$ cat src/rtl/gpio_pkg.sv
package gpio_pkg;
  localparam int PINS  = 16;
  localparam int DW    = 32;
  localparam int PIN_W = $clog2(PINS);
  localparam int NREGS = 12;

  typedef enum logic [3:0] {
    RG_MODE   = 4'd0,
    RG_OTYPE  = 4'd1,
    RG_SPEED  = 4'd2,
    RG_PULL   = 4'd3,
    RG_IN     = 4'd4,
    RG_OUT    = 4'd5,
    RG_SETCLR = 4'd6,
    RG_LOCK   = 4'd7,
    RG_AFLO   = 4'd8,
    RG_AFHI   = 4'd9,
    RG_CLR    = 4'd10,
    RG_ASW    = 4'd11,
    RG_NONE   = 4'd15
  } reg_sel_e;

  localparam logic [1:0] MD_OUT  = 2'b01;
  localparam logic [1:0] PL_UP   = 2'b01;
  localparam logic [1:0] PL_DOWN = 2'b10;
endpackage

$ cat src/rtl/gpio_regbank.sv
module gpio_regbank
  import gpio_pkg::*;
#(
  parameter int          AW        = 10,
  parameter logic [31:0] MODE_RST  = 32'h0,
  parameter logic [31:0] SPEED_RST = 32'h0,
  parameter logic [31:0] PULL_RST  = 32'h0
) (
  input  logic            clk,
  input  logic            rst_n,
  input  logic            bus_sel,
  input  logic            bus_we,
  input  logic [AW-1:0]   bus_addr,
  input  logic [DW-1:0]   bus_wdata,
  output logic [DW-1:0]   bus_rdata,
  output logic            bus_err,
  input  logic [PINS-1:0] idr_i,
  output logic [DW-1:0]   mode_o,
  output logic [PINS-1:0] otype_o,
  output logic [DW-1:0]   pull_o,
  output logic [PINS-1:0] odr_o,
  output logic            cfg_chg_o
);
  localparam logic [AW-1:0] MAP_END = AW'(4 * NREGS);

  reg_sel_e        rsel;
  logic            wr;
  logic [DW-1:0]   mode_q, speed_q, pull_q, aflo_q, afhi_q;
  logic [PINS-1:0] otype_q, odr_q, lock_q, asw_q;
  logic            err_q, chg_q;

  always_comb begin
    rsel = RG_NONE;
    if (bus_addr[1:0] == 2'b00 && bus_addr < MAP_END)
      rsel = reg_sel_e'(bus_addr[5:2]);
  end

  assign wr = bus_sel && bus_we && (rsel != RG_NONE);

  always_ff @(posedge clk or negedge rst_n) begin
    if (!rst_n) begin
      mode_q  <= MODE_RST;
      speed_q <= SPEED_RST;
      pull_q  <= PULL_RST;
      aflo_q  <= '0;
      afhi_q  <= '0;
      otype_q <= '0;
      odr_q   <= '0;
      lock_q  <= '0;
      asw_q   <= '0;
      err_q   <= 1'b0;
      chg_q   <= 1'b0;
    end else begin
      err_q <= bus_sel && (rsel == RG_NONE);
      chg_q <= wr && (rsel == RG_MODE || rsel == RG_OTYPE);
      if (wr) begin
        case (rsel)
          RG_MODE:   mode_q  <= bus_wdata;
          RG_OTYPE:  otype_q <= bus_wdata[PINS-1:0];
          RG_SPEED:  speed_q <= bus_wdata;
          RG_PULL:   pull_q  <= bus_wdata;
          RG_OUT:    odr_q   <= bus_wdata[PINS-1:0];
          RG_SETCLR: odr_q   <= (odr_q & ~bus_wdata[2*PINS-1:PINS]) | bus_wdata[PINS-1:0];
          RG_LOCK:   lock_q  <= bus_wdata[PINS-1:0];
          RG_AFLO:   aflo_q  <= bus_wdata;
          RG_AFHI:   afhi_q  <= bus_wdata;
          RG_CLR:    odr_q   <= odr_q & ~bus_wdata[PINS-1:0];
          RG_ASW:    asw_q   <= bus_wdata[PINS-1:0];
          default:   ;
        endcase
      end
    end
  end

  always_comb begin
    case (rsel)
      RG_MODE:  bus_rdata = mode_q;
      RG_OTYPE: bus_rdata = DW'(otype_q);
      RG_SPEED: bus_rdata = speed_q;
      RG_PULL:  bus_rdata = pull_q;
      RG_IN:    bus_rdata = DW'(idr_i);
      RG_OUT:   bus_rdata = DW'(odr_q);
      RG_LOCK:  bus_rdata = DW'(lock_q);
      RG_AFLO:  bus_rdata = aflo_q;
      RG_AFHI:  bus_rdata = afhi_q;
      RG_ASW:   bus_rdata = DW'(asw_q);
      default:  bus_rdata = '0;
    endcase
  end

  assign bus_err   = err_q;
  assign mode_o    = mode_q;
  assign otype_o   = otype_q;
  assign pull_o    = pull_q;
  assign odr_o     = odr_q;
  assign cfg_chg_o = chg_q;

  assert_err_pulse_R6: assert property (@(posedge clk) disable iff (!rst_n)
    (bus_sel && rsel == RG_NONE) |=> bus_err);
  assert_err_cause_R6: assert property (@(posedge clk) disable iff (!rst_n)
    (!bus_sel) |=> !bus_err);
  assert_in_readonly_R5: assert property (@(posedge clk) disable iff (!rst_n)
    (bus_sel && bus_we && rsel == RG_IN) |=> (odr_q == $past(odr_q)));
  assert_set_wins_R3: assert property (@(posedge clk) disable iff (!rst_n)
    (wr && rsel == RG_SETCLR) |=>
      ((odr_q & $past(bus_wdata[PINS-1:0])) == $past(bus_wdata[PINS-1:0])));
endmodule

$ cat src/rtl/gpio_link.sv
module gpio_link
  import gpio_pkg::*;
(
  input  logic             clk,
  input  logic             rst_n,
  input  logic [DW-1:0]    mode_i,
  input  logic [PINS-1:0]  otype_i,
  input  logic             cfg_chg_i,
  input  logic             drv_valid_i,
  input  logic [PIN_W-1:0] drv_pin_i,
  input  logic             drv_level_i,
  input  logic [PINS-1:0]  release_i,
  output logic [PINS-1:0]  conn_o,
  output logic [PINS-1:0]  high_o
);
  logic [PINS-1:0] conn_q, high_q, is_out, conflict;

  for (genvar p = 0; p < PINS; p++) begin : g_pin
    logic accept;
    assign is_out[p]   = (mode_i[2*p +: 2] == MD_OUT);
    assign conflict[p] = is_out[p] && (!otype_i[p] || high_q[p]);
    assign accept = drv_valid_i && (drv_pin_i == PIN_W'(p)) &&
                    !(is_out[p] && !(otype_i[p] && !drv_level_i));

    always_ff @(posedge clk or negedge rst_n) begin
      if (!rst_n) begin
        conn_q[p] <= 1'b0;
        high_q[p] <= 1'b0;
      end else if (release_i[p] || (cfg_chg_i && conn_q[p] && conflict[p])) begin
        conn_q[p] <= 1'b0;
      end else if (accept) begin
        conn_q[p] <= 1'b1;
        high_q[p] <= drv_level_i;
      end
    end
  end

  assign conn_o = conn_q;
  assign high_o = high_q;

  assert_refuse_drive_R9: assert property (@(posedge clk) disable iff (!rst_n)
    (drv_valid_i && is_out[drv_pin_i] && !(otype_i[drv_pin_i] && !drv_level_i) &&
     release_i == '0 && !cfg_chg_i) |=> (conn_q == $past(conn_q)));
  assert_cfg_detach_R10: assert property (@(posedge clk) disable iff (!rst_n)
    cfg_chg_i |=> ((conn_q & $past(conflict)) == '0));
  assert_release_R11: assert property (@(posedge clk) disable iff (!rst_n)
    (release_i != '0) |=> ((conn_q & $past(release_i)) == '0));
endmodule

$ cat src/rtl/gpio_resolver.sv
module gpio_resolver
  import gpio_pkg::*;
(
  input  logic            clk,
  input  logic            rst_n,
  input  logic [DW-1:0]   mode_i,
  input  logic [PINS-1:0] otype_i,
  input  logic [DW-1:0]   pull_i,
  input  logic [PINS-1:0] odr_i,
  input  logic [PINS-1:0] conn_i,
  input  logic [PINS-1:0] high_i,
  output logic [PINS-1:0] idr_o
);
  logic [PINS-1:0] idr_q, pp_mask;

  for (genvar p = 0; p < PINS; p++) begin : g_pin
    logic       out, up, dn, nxt;
    assign out = (mode_i[2*p +: 2] == MD_OUT);
    assign up  = (pull_i[2*p +: 2] == PL_UP);
    assign dn  = (pull_i[2*p +: 2] == PL_DOWN);
    assign pp_mask[p] = out && !otype_i[p];

    always_comb begin
      nxt = idr_q[p];
      if (out) begin
        if (!otype_i[p])                 nxt = odr_i[p];
        else if (!odr_i[p])              nxt = 1'b0;
        else if (conn_i[p] && !high_i[p]) nxt = 1'b0;
        else if (up)                     nxt = 1'b1;
        else if (dn)                     nxt = 1'b0;
      end else begin
        if (conn_i[p])                   nxt = high_i[p];
        else if (up)                     nxt = 1'b1;
        else if (dn)                     nxt = 1'b0;
      end
    end

    always_ff @(posedge clk or negedge rst_n) begin
      if (!rst_n) idr_q[p] <= 1'b0;
      else        idr_q[p] <= nxt;
    end
  end

  assign idr_o = idr_q;

  assert_pushpull_follows_R7: assert property (@(posedge clk) disable iff (!rst_n)
    1'b1 |=> ((idr_q & $past(pp_mask)) == ($past(odr_i) & $past(pp_mask))));
endmodule

$ cat src/rtl/gpio_port.sv
module gpio_port
  import gpio_pkg::*;
#(
  parameter int          AW        = 10,
  parameter logic [31:0] MODE_RST  = 32'h0,
  parameter logic [31:0] SPEED_RST = 32'h0,
  parameter logic [31:0] PULL_RST  = 32'h0
) (
  input  logic             clk,
  input  logic             rst_n,
  input  logic             bus_sel,
  input  logic             bus_we,
  input  logic [AW-1:0]    bus_addr,
  input  logic [DW-1:0]    bus_wdata,
  output logic [DW-1:0]    bus_rdata,
  output logic             bus_err,
  input  logic             pad_drv_valid,
  input  logic [PIN_W-1:0] pad_drv_pin,
  input  logic             pad_drv_level,
  input  logic [PINS-1:0]  pad_release,
  output logic [PINS-1:0]  pad_level
);
  logic [DW-1:0]   mode, pull;
  logic [PINS-1:0] otype, odr, conn, high, idr;
  logic            cfg_chg;

  gpio_regbank #(
    .AW(AW), .MODE_RST(MODE_RST), .SPEED_RST(SPEED_RST), .PULL_RST(PULL_RST)
  ) u_bank (
    .clk(clk), .rst_n(rst_n),
    .bus_sel(bus_sel), .bus_we(bus_we), .bus_addr(bus_addr),
    .bus_wdata(bus_wdata), .bus_rdata(bus_rdata), .bus_err(bus_err),
    .idr_i(idr), .mode_o(mode), .otype_o(otype), .pull_o(pull),
    .odr_o(odr), .cfg_chg_o(cfg_chg)
  );

  gpio_link u_link (
    .clk(clk), .rst_n(rst_n), .mode_i(mode), .otype_i(otype),
    .cfg_chg_i(cfg_chg), .drv_valid_i(pad_drv_valid), .drv_pin_i(pad_drv_pin),
    .drv_level_i(pad_drv_level), .release_i(pad_release),
    .conn_o(conn), .high_o(high)
  );

  gpio_resolver u_res (
    .clk(clk), .rst_n(rst_n), .mode_i(mode), .otype_i(otype), .pull_i(pull),
    .odr_i(odr), .conn_i(conn), .high_i(high), .idr_o(idr)
  );

  assign pad_level = idr;
endmodule

$ cat config.mk
export PLATFORM = sky130hd
export DESIGN_NAME = gpio_port
export DESIGN_NICKNAME = d
export VERILOG_FILES = /design/src/rtl/gpio_pkg.sv /design/src/rtl/gpio_regbank.sv /design/src/rtl/gpio_link.sv /design/src/rtl/gpio_resolver.sv /design/src/rtl/gpio_port.sv
export SDC_FILE = /design/constraint.sdc
export NUM_CORES = 1
export LEC_CHECK = 0
export ABC_CLOCK_PERIOD_IN_PS = 2500
export CAP_MARGIN = 5
export CORE_MARGIN = 4
export CORE_UTILIZATION = 53
export DETAILED_ROUTE_END_ITERATION = 7
export PLACE_DENSITY = 0.84
export SYNTH_ARGS = -nofsm -noshare
export SYNTH_HDL_FRONTEND = slang
export SYNTH_HIERARCHICAL = 1
export SYNTH_SLANG_ARGS = --single-unit
export TNS_END_PERCENT = 5
$ cat constraint.sdc
create_clock -name clk -period 2.5 [get_ports clk]
set_input_delay 0.625 -clock clk [delete_from_list [all_inputs] [get_ports clk]]
set_output_delay 0.625 -clock clk [all_outputs]
set_load 0.05 [all_outputs]
==> results of run 1 <==
power by group through the flow:
| stage | sequential (mW) | combinational [mW] | clock (mW) |
|---|---|---|---|
| after floorplan | 5.14 | 0.516 | 0 |
| after global placement | 4.93 | 1.57 | 0 |
| after detailed placement | 4.94 | 1.60 | 0 |
| after CTS | 4.87 | 1.61 | 4.23 |
| after global routing | 4.88 | 1.72 | 4.43 |
| final | 4.88 | 1.65 | 4.19 |
state kept, by name, summed over array words and instances (netlist names), 16 cells and up:
name            cells
u_bank/afhi_q      32
u_bank/aflo_q      32
u_bank/mode_o      32
u_bank/pull_o      32
u_bank/speed_q     32
u_bank/asw_q       16
u_bank/lock_q      16
u_bank/odr_o       16
u_bank/otype_o     16
u_link/conn_o      16
u_link/high_o      16
u_res/idr_o        16
final cells by class:
cell class	count	area share [%]
multi-input cells	845	39.7
flip-flops and latches	274	36.2
repair buffers	281	16.5
clock buffers	45	4.63
well taps	335	2.21
inverters	23	0.456
clock inverters	4	0.238
final timing paths:
kind / slack (ps) / from / endpoint / depth (start not counted)
worst max-delay path: -320 / bus_addr[5] / bus_rdata[9] / 9
worst min-delay path: 90 / rst_n / u_link/high_o[7]$_DFFE_PN0P_ / 1
worst max register to register: 550 / u_bank/cfg_chg_o$_DFF_PN0_ / u_link/high_o[15]$_DFFE_PN0P_ / 3
worst min register to register: 490 / u_bank/speed_q[23]$_DFFE_PN0P_ / u_bank/speed_q[23]$_DFFE_PN0P_ / 1
max in group asynchronous: 1720 / rst_n / u_bank/otype_o[13]$_DFFE_PN0P_ / 2
min in group clk: 410 / bus_addr[3] / u_bank/cfg_chg_o$_DFF_PN0_ / 3
stage by stage:
| step | worst slack (ps) | hold WS (ps) | cell area [µm²] |
|---|---|---|---|
| floorplan | -179 | 329 | 14600 |
| global placement | -716 | 461 | 17500 |
| detailed placement | -831 | 473 | 17500 |
| CTS | -287 | 115 | 18800 |
| global route | -356 | 124 | 18900 |
| finish | -321 | 93.1 | 18900 |
worst reg2reg max path, stage by stage (launching register included):
cell	delay (ps)
dfrtp_1	690
a41o_1	340
or4b_1	500
mux2_2	290
logic make-up (layout without fill, tap and decap cells):
group,Yosys count,after routing,share of synthesized area [%]
buf+inv,107,353,3.76
fa+ha+maj,1,1,0.0788
compound gates,249,249,12.7
simple gates,309,309,12.4
flops,274,274,48.0
mux,286,286,23.1
what timing repair did:
| item | in CTS | in global routing |
|---|---|---|
| cloned | 1 | 0 |
| pin swaps | 28 | 9 |
| setup buffers | 9 | 0 |
| setup endpoints to repair | 71 | 38 |
| resized for setup | 107 | 36 |
layer usage:
layer	wire length, µm	part of all wire, %
met1	18100	38
met2	21800	46
met3	4730	9.9
met4	2890	6.1
met5	57	0.12
cell usage in the layout (no fill, tap or decap), types with 14 or more instances in the layout:
| cell | netlist | routed |
|---|---|---|
| a21oi_1 | 25 | 22 |
| a22o_1 | 18 | 18 |
| a22oi_1 | 35 | 24 |
| a41oi_1 | 17 | 15 |
| buf_12 | 0 | 58 |
| buf_4 | 6 | 126 |
| buf_6 | 10 | 15 |
| clkbuf_16 | 0 | 29 |
| clkdlybuf4s50_1 | 0 | 60 |
| dfrtp_1 | 274 | 272 |
| inv_1 | 23 | 22 |
| mux2_1 | 75 | 75 |
| mux2_2 | 128 | 127 |
| mux2_4 | 31 | 32 |
| mux2i_1 | 50 | 46 |
| nand2_1 | 123 | 97 |
| nand2_2 | 1 | 16 |
| nand2b_1 | 36 | 34 |
| nand2b_4 | 15 | 17 |
| nor2_1 | 34 | 31 |
| nor2b_1 | 40 | 38 |
| o21a_1 | 14 | 14 |
| o21ai_0 | 47 | 36 |
| o221a_1 | 16 | 16 |
| o22ai_1 | 25 | 21 |
==> impl_metrics.py, run 1 <==
metrics = {
    "power_and_ir_drop": {
        "peakVddDrop_mv": 0.493,
        "clkPwrFrac_pct": 39.1,
        "combPwrFrac_pct": 15.4,
        "sw_frac_of_total_pct": 27.8,
        "leakagePower_nw": 8.77,
        "p_int_mw": 7.74,
        "pwr-share-seq_pct": 45.5,
        "power_density_nw_per_um2": 566,
        "p_sw_mw": 2.99,
        "fin_total_pwr_mw": 10.7,
    },
    "placement": {
        "dp_hpwl_um": 33200,
        "gp_congestion": 0.971,
        "numPortBuffers": 116,
        "dpl.cell_count": 1749,
    },
    "die": {
        "die_area_um2": 29700,
        "rows": 59,
        "dieWidth_um": 172,
        "die_y_um": 172,
        "core-area_um2": 26300,
        "io_pins": 117,
        "initial_utilization_pct": 54.4,
    },
    "sta": {
        "hold_viol_final": 0,
        "fin_setup_tns_ps": -7700,
        "worst_pin_slew_ps": 790,
        "finalClockSkew_ps": 11.7,
        "grt_setup_unrepaired": "true",
        "finalMaxSlewViolations": 0,
        "max_freq_ghz": 0.355,
        "post-route-min-period_ps": 2820,
        "fin_crit_sh_pct": 113,
        "max_slew_margin_pct": 47.3,
        "timing.final.ws_setup_ps": -321,
        "setup_viol": 32,
    },
    "synthesis": {
        "synthDistinctLibCells": 67,
        "yosys-top-cells-area": "dfrtp_1 (48%), mux2_2 (10%), mux2_1 (5.9%), mux2i_1 (3.5%), mux2_4 (3.3%)",
        "synth_common_cells": "dfrtp_1 (274), mux2_2 (128), nand2_1 (123)",
        "synth_edf_count": 0,
        "ys.flop_type": "dfrtp_1",
        "synth_top_cell_by_area": "dfrtp_1",
        "synth_seq_area_share_pct": 48.0,
        "synth.net_count": 1294,
        "async_flop_share_pct": 100,
        "yosysMostFrequentCell": "dfrtp_1",
        "synth_top_area_share_pct": 48.0,
        "netlist_area_um2": 14300,
        "synthCells": 1226,
        "ys_ff_latch": 274,
        "ys_warn_count": 6,
        "syn_area_per_cell_um2": 11.7,
    },
    "layout": {
        "layout-drive-gt1-share_pct": 36.8,
        "finalNetCount": 1521,
        "syn2layout_area_growth_pct": 32.4,
        "ff_latch_area_um2": 6860,
        "fin_cells": 1807,
        "multiInputGateArea_um2": 7510,
        "utilization_pct": 72.0,
        "num_antenna_cells": 0,
        "fill_cells": 1738,
    },
    "critical_path": {
        "cp_data_arrival_time_ps": 2200,
        "path_class": "in2out",
        "critPathSlowestCell": "a2111oi_2",
        "critical_path.max_stage_delay_ps": 370,
        "worst-path-max-fanout": 13,
        "cp_num_buf_inv": 4,
        "required_ps": 1880,
        "path_cells": "buf_4 -> buf_12 -> nor2b_4 -> a22oi_1 -> o32ai_2 -> a2111oi_2 -> buf_4 -> o21ai_4 -> buf_12",
        "worst_setup_path_end_kind": "primary output",
        "path_delay_family": "compound AO/OA/AOI/OAI gates",
        "crit_path_start_kind": "primary input",
    },
    "routing": {
        "wl_um": 47500,
        "drt_iter0_markers": 1171,
        "firstDrtPassIters": 5,
        "vias": 11900,
        "wire_per_inst_um": 26.3,
        "viasPerCell": 6.57,
        "drc": 0,
        "drtAntennaViolNets": 0,
    },
    "clocking": {
        "cts_tree": "done",
        "cts_made_buffers": 28,
        "cts_sinks": 274,
        "h-tree-depth": 1,
        "clock_path_buffers": 3,
        "clk_pin_slew_ps": 60,
        "clk_latency_ps": 550,
        "cts_root_buf": "clkbuf_16",
        "hold_buffers": 0,
    },
    "run": {
        "cap_violations": 0,
    },
    "grt": {
        "globalRouteMet3Util_pct": 8.05,
        "grtUsageMet1_pct": 40.9,
        "grt_pass1_vias": 12200,
        "grt_max_degree": 80,
        "antenna_found_initial": 4,
        "grt.total_usage_pct": 31.7,
        "grt_first_pass_wirelength_um": 71800,
        "gr-total-overflow": 0,
        "use_met2_pct": 49.9,
        "top_usage_layer": "met2",
    },
    "min_path": {
        "hp-class": "in2async",
    },
    "outcome": {
        "status": "complete, but fails checks",
        "violations": "setup timing",
    },
}
Note: power is estimated with default switching activity, not from simulation.
==> inputs of run 2 (changes only) <==
--- a/config.mk
+++ b/config.mk
@@ -13,6 +13,5 @@
 export PLACE_DENSITY = 0.84
 export SYNTH_ARGS = -nofsm -noshare
 export SYNTH_HDL_FRONTEND = slang
-export SYNTH_HIERARCHICAL = 1
 export SYNTH_SLANG_ARGS = --single-unit
 export TNS_END_PERCENT = 5
==> run 2 against run 1 <==
Effect of this change:
- the run still ends with setup timing left
- global-route usage grew 0.89 points
- critical path depth unchanged
- via count fell by 1.1%
- critical endpoint is now bus_rdata[12]
- highest routed layer is now met4
==> impl_metrics.py, run 2 <==
metrics = {
    "clocking": {
        "cts_tree": "done",
        "cts_sinks": 274,
        "clock_path_buffers": 3,
        "cts_made_buffers": 30,
        "clk_pin_slew_ps": 60,
        "clk_latency_ps": 560,
        "hold_buffers": 0,
        "h-tree-depth": 1,
        "cts_root_buf": "clkbuf_16",
    },
    "min_path": {
        "hp-class": "in2async",
    },
    "grt": {
        "grt_first_pass_wirelength_um": 73100,
        "antenna_found_initial": 0,
        "grt_max_degree": 79,
        "grt.total_usage_pct": 32.6,
        "gr-total-overflow": 0,
        "grt_pass1_vias": 12200,
    },
    "placement": {
        "dp_hpwl_um": 34800,
        "numPortBuffers": 116,
        "dpl_worst_slack_ps": -819,
        "dpl.cell_count": 1710,
        "dpl-instance-area_um2": 17700,
        "gp_congestion": 0.979,
    },
    "routing": {
        "firstDrtPassIters": 5,
        "drc": 0,
        "vias": 11700,
        "drt_iter0_markers": 1425,
        "wire_per_inst_um": 27.2,
        "drtAntennaViolNets": 0,
        "viasPerCell": 6.62,
        "wl_um": 48200,
    },
    "sta": {
        "finalMaxSlewViolations": 0,
        "timing.final.ws_setup_ps": -406,
        "fin_crit_sh_pct": 116,
        "finalClockSkew_ps": 8.11,
        "max_slew_margin_pct": 53.5,
        "fin_setup_tns_ps": -10720,
        "setup_viol": 32,
        "hold_viol_final": 0,
        "worst_pin_slew_ps": 698,
        "grt_setup_unrepaired": "true",
        "post-route-min-period_ps": 2910,
        "max_freq_ghz": 0.344,
    },
    "layout": {
        "mostFrequentLayoutCells": "dfrtp_1 (274), buf_4 (150), mux2_2 (133)",
        "final_area_um2": 18900,
        "final_common_cell": "dfrtp_1",
        "syn2layout_area_growth_pct": 32.8,
        "finalNetCount": 1483,
        "num_antenna_cells": 0,
        "layout-drive-gt1-share_pct": 38.3,
        "fin_cells": 1773,
    },
    "outcome": {
        "violations": "setup timing",
        "status": "complete, but fails checks",
    },
    "critical_path": {
        "critical_path.max_stage_delay_ps": 360,
        "crit_path_start_kind": "primary input",
        "cp_num_buf_inv": 6,
        "cp_common_cell": "buf_12",
        "path_cells": "buf_6 -> buf_12 -> buf_8 -> nor4_4 -> buf_4 -> buf_12 -> a222oi_1 -> a21oi_4 -> buf_12",
        "worst-path-max-fanout": 8,
        "critPathSlowestCell": "nor4_4",
        "required_ps": 1880,
        "path_delay_family": "buffers and inverters",
        "worst_setup_path_end_kind": "primary output",
        "cp_data_arrival_time_ps": 2280,
        "path_class": "in2out",
    },
    "synthesis": {
        "ys_ff_latch": 274,
        "syn_area_per_cell_um2": 12.0,
        "yosys-top-cells-area": "dfrtp_1 (48%), mux2_2 (11%), mux2_4 (9.4%), a22o_1 (3.8%), nand2b_1 (3.2%)",
        "synth_top_area_share_pct": 48.2,
        "synth.net_count": 1249,
        "async_flop_share_pct": 100,
        "synth_common_cells": "dfrtp_1 (274), mux2_2 (136), mux2_4 (89)",
        "synth_seq_area_share_pct": 48.2,
        "synthCells": 1181,
        "yosysMostFrequentCell": "dfrtp_1",
        "synthDistinctLibCells": 58,
        "synth_edf_count": 0,
        "synth_top_cell_by_area": "dfrtp_1",
        "ys.flop_type": "dfrtp_1",
        "ys_warn_count": 0,
        "netlist_area_um2": 14200,
    },
    "power_and_ir_drop": {
        "clkPwrFrac_pct": 40.9,
        "sw_frac_of_total_pct": 28.1,
        "power_density_nw_per_um2": 598,
        "p_sw_mw": 3.17,
        "pwr-share-seq_pct": 43.1,
        "combPwrFrac_pct": 16.0,
        "peakVddDrop_mv": 0.529,
        "p_int_mw": 8.10,
        "leakagePower_nw": 8.60,
    },
    "die": {
        "initial_utilization_pct": 54.2,
        "die_y_um": 172,
        "dieWidth_um": 172,
        "die_area_um2": 29500,
        "core-area_um2": 26200,
        "rows": 59,
        "io_pins": 117,
    },
    "run": {
        "cap_violations": 0,
    },
}
-- run 2: changes by cell type in the layout (fill, tap and decap cells not counted), sizes merged, moves of 18 or more --
cell and change:
a221oi +18, nand2b +20, inv -18, a22o +43, nand2 -36, o22ai -22, a21oi -18, mux2i -38
-- run 2: power by group through the flow --
| stage | Combinational [mW] | Clock, mW | Sequential [mW] |
|---|---|---|---|
| 5_1_grt | 1.90 | 4.80 | 4.88 |
| 4_1_cts | 1.78 | 4.61 | 4.85 |
| 3_5_place_dp | 1.77 | 0 | 4.93 |
| 3_3_place_gp | 1.72 | 0 | 4.92 |
| 2_1_floorplan | 0.574 | 0 | 5.19 |
| 6_report | 1.80 | 4.61 | 4.86 |
-- run 2: timing repair --
item                       4_1_cts  5_1_grt
pin swaps                        7        5
gates resized for setup         32        8
setup buffers                    7        0
setup endpoints to repair      137       34
cloned                           1        0
-- run 2: cells by family (layout without fill, tap and decap cells) --
| group | count (synthesis) | after routing | synth area share (%) |
|---|---|---|---|
| AOI/OAI and AO/OA | 301 | 301 | 16.2 |
| xor gates and xnor gates | 1 | 1 | 0.0616 |
| adders and majority gates | 1 | 1 | 0.0704 |
| buffers and inverters | 100 | 357 | 4.00 |
| DFF | 274 | 274 | 48.2 |
| muxes | 248 | 248 | 22.0 |
| and+or+nand+nor | 256 | 256 | 9.44 |
-- run 2: final cells by class --
type	count	area [µm²]
Tap cell	335	419
Timing Repair Buffer	297	3210
Sequential cell	274	6860
Fill cell	1665	7330
Clock buffer	44	895
Clock inverter	11	139
Inverter	5	18.8
Multi-Input combinational cell	807	7340
-- run 2: final timing paths --
path / start / to / slack, ps / cells past startpoint
max in group asynchronous: rst_n / u_bank.otype_o[15]$_DFFE_PN0P_ / 1720 / 2
min in group clk: u_bank.aflo_q[2]$_DFFE_PN0P_ / u_bank.aflo_q[2]$_DFFE_PN0P_ / 500 / 1
min: rst_n / u_bank.asw_q[1]$_DFFE_PN0P_ / 80 / 1
max: bus_addr[5] / bus_rdata[12] / -410 / 9
max reg2reg: u_bank.mode_o[4]$_DFFE_PN0P_ / u_link.high_o[2]$_DFFE_PN0P_ / 790 / 4
min reg2reg: u_bank.aflo_q[2]$_DFFE_PN0P_ / u_bank.aflo_q[2]$_DFFE_PN0P_ / 500 / 1
-- run 2: per-layer routing --
metal	routed length [µm]	track usage, %	vias up
met3	4340	6.50	192
met2	22600	52.7	706
met1	18200	41.8	5942
met5	0	0	-
met4	3080	17.0	0
li1	-	-	4893
-- run 2: metrics by stage --
step	power, mW	hold WS [ps]	util [%]
floorplan	5.77	329	-
global placement	6.64	466	67.4
detailed placement	6.70	482	67.4
CTS	11.2	106	71.9
global route	11.6	135	72.0
finish	11.3	82.0	72.0
